$ cat config.mk
export PLATFORM = sky130hd
export DESIGN_NAME = rob_headtail_sel
export DESIGN_NICKNAME = d
export VERILOG_FILES = /design/src/rtl/rob_headtail_sel.sv
export SDC_FILE = /design/constraint.sdc
export NUM_CORES = 1
export LEC_CHECK = 0
export CAP_MARGIN = 5
export CORE_AREA = 10 10 94 96
export CTS_CLUSTER_SIZE = 25
export DETAILED_ROUTE_END_ITERATION = 10
export DIE_AREA = 0 0 104 106
export DONT_BUFFER_PORTS = 1
export PLACE_DENSITY = 0.59
export SLEW_MARGIN = 10
export SYNTH_ARGS = -nofsm -noshare
export SYNTH_HDL_FRONTEND = slang
export SYNTH_SLANG_ARGS = --single-unit
$ cat constraint.sdc
create_clock -name clk -period 1.03 [get_ports clk]
set_clock_uncertainty 0.1 [all_clocks]
set_input_delay 0.103 -clock clk [delete_from_list [all_inputs] [get_ports clk]]
set_output_delay 0.103 -clock clk [all_outputs]
set_load 0.02 [all_outputs]
$ cat src/rtl/rob_headtail_sel.sv
module rob_headtail_sel #(
  parameter int NTHR = 4,
  parameter int SEQW = 16,
  localparam int TW = (NTHR > 1) ? $clog2(NTHR) : 1
) (
  input  logic                 clk,
  input  logic                 rst_n,
  input  logic [NTHR-1:0]      thr_act,
  input  logic [NTHR-1:0]      thr_empty,
  input  logic [NTHR*SEQW-1:0] old_seq,
  input  logic [NTHR*SEQW-1:0] young_seq,
  input  logic [NTHR-1:0]      old_rdy,
  output logic                 head_vld,
  output logic [TW-1:0]        head_tid,
  output logic                 tail_vld,
  output logic [TW-1:0]        tail_tid,
  output logic                 commit_ok
);

  logic [NTHR-1:0] elig;
  logic            any_rdy;
  logic            hv_c, tv_c;
  logic [TW-1:0]   ht_c, tt_c;
  logic [SEQW-1:0] hs_c, ts_c;

  assign elig    = thr_act & ~thr_empty;
  assign any_rdy = |(elig & old_rdy);

  always_comb begin
    hv_c = 1'b0;
    ht_c = '0;
    hs_c = '0;
    tv_c = 1'b0;
    tt_c = '0;
    ts_c = '0;
    for (int t = 0; t < NTHR; t++) begin
      if (elig[t]) begin
        if (!hv_c || old_seq[t*SEQW +: SEQW] < hs_c) begin
          hv_c = 1'b1;
          ht_c = TW'(t);
          hs_c = old_seq[t*SEQW +: SEQW];
        end
        if (!tv_c || young_seq[t*SEQW +: SEQW] > ts_c) begin
          tv_c = 1'b1;
          tt_c = TW'(t);
          ts_c = young_seq[t*SEQW +: SEQW];
        end
      end
    end
  end

  always_ff @(posedge clk or negedge rst_n) begin
    if (!rst_n) begin
      head_vld  <= 1'b0;
      head_tid  <= '0;
      tail_vld  <= 1'b0;
      tail_tid  <= '0;
      commit_ok <= 1'b0;
    end else begin
      head_vld  <= hv_c;
      head_tid  <= ht_c;
      tail_vld  <= tv_c;
      tail_tid  <= tt_c;
      commit_ok <= any_rdy;
    end
  end

endmodule


# Word-level counts from Yosys, hierarchy flattened
# Index checks and enable logic that the tools add are counted.
word_totals:
  regBits: 7
  input_bits: 142
  out_inout_bits: 7
  wordCells: 61
classes:
  order_cmp: 6
  muxes: 35
  bitwise: 3
  reduce_logical: 12
op_table:
  columns: ["cell", "count"]
  rows:
  - ["16-bit two-way mux", 10]
  - ["16-bit > comparator", 3]
  - ["16-bit less-than comparator", 3]
  - ["1-bit two-way mux", 17]
  - ["2-bit two-way mux", 8]
  - ["4-bit bitwise AND", 2]
  - ["1-bit logical OR", 6]
  - ["1-bit zero test", 5]
  - ["4-bit NOT", 1]
  - ["4-bit OR reduction", 1]

# Logic depth before layout (Yosys ltp)
logic_depth:
  depth_word: 15
  mapped_depth: 33

# Worst setup path before layout
# OpenSTA, ideal clock, no wires.
synth_path:
  path_kind: "in2reg"
  start: "input port thr_act[0]"
  end: "register tail_tid[1]"
  arrival_ns: 6.180
  setup_slack_ns: -5.378
  stages: 31
  path_buffers: 7
  cell_sequence: "nor2b_1 -> clkbuf_1 -> buf_1 -> buf_1 -> nand2_1 -> ha_1 -> nor2b_1 -> o21a_1 -> o2111ai_1 -> nand3_1 -> a211o_1 -> o21a_1 -> clkbuf_1 -> buf_2 -> a32oi_1 -> ha_1 -> a21o_1 -> a21o_1 -> a2111oi_0 -> a21o_1 -> buf_2 -> buf_4 -> mux2_2 -> ha_1 -> o21a_1 -> o21a_1 -> o21a_1 -> o21a_1 -> o21bai_1 -> a41oi_1 -> or2_2"
synth_between:
  elab_chain_cells: 14
  word_cells_on_any_way: 24
  cone_classes: "order compare: 3; mux: 14; bitwise: 1; reduce/logical: 6"
synth_lines:
  columns: ["item", "line", "rtl"]
  rows:
  - ["start: declaration", "8", "input logic [NTHR-1:0] thr_act,"]
  - ["4-bit bitwise AND *", "26", "assign elig = thr_act & ~thr_empty;"]
  - ["16-bit two-way mux / 1-bit two-way mux (equally long branches)", "37", "if (elig[t]) begin"]
  - ["16-bit > comparator / 1-bit zero test (equally long branches)", "43", "if (!tv_c || young_seq[t*SEQW +: SEQW] > ts_c) begin"]
  - ["1-bit logical OR", "43", null]
  - ["16-bit two-way mux / 1-bit two-way mux (equally long branches)", "43", null]
  - ["16-bit two-way mux / 1-bit two-way mux (equally long branches)", "37", null]
  - ["16-bit > comparator / 1-bit zero test (equally long branches)", "43", null]
  - ["1-bit logical OR", "43", null]
  - ["16-bit two-way mux / 1-bit two-way mux (equally long branches)", "43", null]
  - ["16-bit two-way mux / 1-bit two-way mux (equally long branches)", "37", null]
  - ["16-bit > comparator / 1-bit zero test (equally long branches)", "43", null]
  - ["1-bit logical OR", "43", null]
  - ["2-bit two-way mux", "43", null]
  - ["2-bit two-way mux *", "37", null]
  - ["net tt_c[1]", "23", "logic [TW-1:0] ht_c, tt_c;"]
  - ["end signal: assignment", "63", "tail_tid <= tt_c;"]
  - ["end: declaration", "16", "output logic [TW-1:0] tail_tid,"]
# The timed path passes the listed nets; every way through them passes the cells marked *.

# Worst setup path in the final report
layout_path:
  start: "input port thr_act[0]"
  end: "register head_tid[0]"
layout_between:
  elab_chain_cells: 14
  word_cells_on_any_way: 26
  cone_classes: "order compare: 3; mux: 16; bitwise: 1; reduce/logical: 6"
layout_lines:
  columns: ["item", "line", "rtl"]
  rows:
  - ["4-bit bitwise AND *", "26", null]
  - ["16-bit two-way mux / 1-bit two-way mux (equally long branches)", "37", null]
  - ["16-bit less-than comparator / 1-bit zero test (equally long branches)", "38", "if (!hv_c || old_seq[t*SEQW +: SEQW] < hs_c) begin"]
  - ["1-bit logical OR", "38", null]
  - ["16-bit two-way mux / 1-bit two-way mux (equally long branches)", "38", null]
  - ["16-bit two-way mux / 1-bit two-way mux (equally long branches)", "37", null]
  - ["16-bit less-than comparator / 1-bit zero test (equally long branches)", "38", null]
  - ["1-bit logical OR", "38", null]
  - ["16-bit two-way mux / 1-bit two-way mux (equally long branches)", "38", null]
  - ["16-bit two-way mux / 1-bit two-way mux (equally long branches)", "37", null]
  - ["16-bit less-than comparator / 1-bit zero test (equally long branches)", "38", null]
  - ["1-bit logical OR", "38", null]
  - ["2-bit two-way mux", "38", null]
  - ["2-bit two-way mux *", "37", null]
  - ["net ht_c[0]", "23", null]
  - ["end signal: assignment", "61", "head_tid <= ht_c;"]
  - ["end: declaration", "14", "output logic [TW-1:0] head_tid,"]
# Marked as above.

==> metrics <==
outcome=finished, violations left; failing checks=negative setup slack; Max Clock Freq=0.177 GHz; FF+latch area=151 um^2; Post-synth top flop=dfrtp_1; endpoints failing setup=4; first-pass GRT wire length=20400 um; CP Max Fanout=8; Worst Hold Launch=old_seq[48]; post-place setup slack=-4850 ps; # IOs=149; RSZ-0062 raised after global routing=true; Std-Cell Rows=31; initial core utilization=47.9%; Largest stage delay, worst path=470 ps; Final Max Tran Viols=0; GRT Total Usage=22.0%; CP endpoint kind=flip-flop; IO buf count=0; number of global-route vias before repair=4138; CP startpoint kind=input port; synth-to-layout area growth=59.0%; Die Ht=106 um; CTS tree=yes; #FFs+latches synth=6; nets@finish=787; H-tree depth=1; drt drc=0; PD cells=607 nW/um^2; Worst-path clk slew=40 ps; Die W=104 um; initial antenna violation count=0; Final ANT Viol Nets=0; drt total wl=13000 um; Synth top area share=34.4%; ys async rst share=100%; library cells used by synthesis=54; CP max-delay cell=or4b_4; Remaining Overflow, GRT=0; filler cell count=537; clk sink count=6; Critical Path RT=1030 ps; Mapped Avg Cell Area=7.74 um^2; Root Buffer=clkbuf_8; Detail Placement HPWL=10500 um; Cells after Synth=437; Vias=3890; Multi-input gate area=3850 um^2; worst hold slack=28.9 ps; Mapped Area=3380 um^2; EDFF count, synth=0; clock buffer depth=2; Syn. warnings=0; Min Clock Period, post-route=5660 ps; Net Count, Synth=672; DR pass1 iterations=4; Num CTS Buffers=3; path type of the worst setup path=in -> reg; Max-Cap Viols=0; Tcrit/Tclk final=549%; vias per inst=5.98; Final Hold Viols=0; fin cells=650; DIE AREA=11000 um^2; Routed WL per cell=20.0 um; Final WS setup=-4630 ps; share of cells above drive strength 1=42.9%; Rel. slew slack=72.4%; drt first-iter violations=74; peak supply drop=0.000321 V; Seq/Total Area, Yosys=4.44%; Core Region=7060 um^2; largest net degree at the start of global routing=10; crit path DAT=5660 ps; GPL Wtd Cong=0.904; Worst Hold Class=in -> reg; Setup crit start=thr_act[0]; Inst Count DP=604; Area contributors post-synth=ha_1, a32oi_1, nand2_1; LEAKAGE=2.31 nW; Slew @ Worst Pin=412 ps; CP most frequent cell=buf_6; area leader, netlist=ha_1
[what timing repair did]
action	in CTS	in global routing
hold endpoints to repair	8	0
pin swaps	24	41
cloned	5	0
gates resized for setup	58	38
setup buffers	14	17
endpoints found under the setup margin	4	7
hold buffers	6	0
[cell type report]
class / instances / share of cell area [%]
Multi-Input combinational cell: 394 / 71.7
Inverter: 21 / 1.47
Timing Repair Buffer: 126 / 20.9
Sequential cell: 6 / 2.82
Tap cell: 99 / 2.30
Clock buffer: 3 / 0.768
Antenna cell: 1 / 0.0465
[critical path, delay by kind of cell]
family | cells | cell delay, ps
simple gates | 10 | 1820
compound gates | 12 | 1890
fa+ha+maj | 3 | 870
buf+inv | 7 | 980
[flip-flops by register name (all words and copies together), names as in the netlist]
register and count:
head_tid 2, head_vld 1, commit_ok 1, tail_tid 2
[routing by layer]
metal  part of all wire [%]  global-route usage (%)  routed length [um]
met2                     55                    43.6                7140
met3                    8.5                    8.21                1110
met1                     34                    20.3                4470
met5                      0                       0                   0
met4                    2.3                    6.96                 296
[worst paths after layout]
check                               to  cells past startpoint  slack, ps
worst min-delay path       head_tid[0]                      3         30
max in group asynchronous     head_vld                      1        490
min in group asynchronous  head_tid[1]                      1        100
worst max-delay path       head_tid[0]                     32      -4630
[layout by cell type (no fill, tap or decap), types with 3 or more instances in the layout]
| cell | n |
|---|---|
| o21ai_2 | 5 |
| buf_4 | 98 |
| nor2b_1 | 10 |
| dfrtp_1 | 5 |
| buf_12 | 5 |
| ha_1 | 65 |
| nand4_1 | 13 |
| o21a_1 | 10 |
| a22oi_1 | 4 |
| a32oi_4 | 3 |
| nand2_4 | 7 |
| mux2_2 | 10 |
| inv_1 | 21 |
| nand2_1 | 53 |
| nand2_2 | 9 |
| a32oi_2 | 5 |
| o21ai_0 | 8 |
| o21ai_1 | 19 |
| a21o_1 | 16 |
| ha_4 | 26 |
| a21oi_1 | 15 |
| a21oi_2 | 6 |
| o31ai_4 | 3 |
| nor2_1 | 14 |
| or3_4 | 3 |
| mux2_4 | 5 |
| nand3_1 | 4 |
| buf_6 | 14 |
| nand2b_1 | 4 |
| a2111oi_4 | 4 |
| a32oi_1 | 23 |
| clkbuf_8 | 3 |
| dlygate4sd3_1 | 6 |
| nor3_1 | 4 |
[metrics by stage]
stage	total power, mW	util, %	setup TNS [ps]	cell area, um^2
detailed placement	2.38	62.5	-19100	4420
global route	3.59	76.1	-19440	5370
CTS	3.03	70.8	-17580	5000
floorplan	1.73	-	-18220	3770
finish	3.27	76.2	-18370	5380
global placement	2.33	62.5	-18660	4420
[cell families (layout without fill, tap and decap cells)]
group,after synthesis,after routing,synth area share (%)
adders and majority gates,93,93,34.4
other,0,1,0
and+or+nand+nor,137,138,19.3
muxes,16,16,5.33
buffers and inverters,40,150,5.03
DFF,6,6,4.44
AOI/OAI and AO/OA,145,147,31.4
[power by group]
part	internal, mW	switching, mW
Combinational	1.41	1.18
Clock	0.251	0.102
Sequential	0.267	0.0617
[cell usage after synthesis, types with 12 or more instances]
master and instances:
nand2_1 69, nor2b_1 12, a32oi_1 31, o21ai_0 12, inv_1 21, a21o_1 16, ha_1 93, nor2_1 16
o21a_1 12, nand4_1 13, mux2_2 15, o21ai_1 20, a21oi_1 20
No activity file was read; power rests on OpenSTA's default activity.
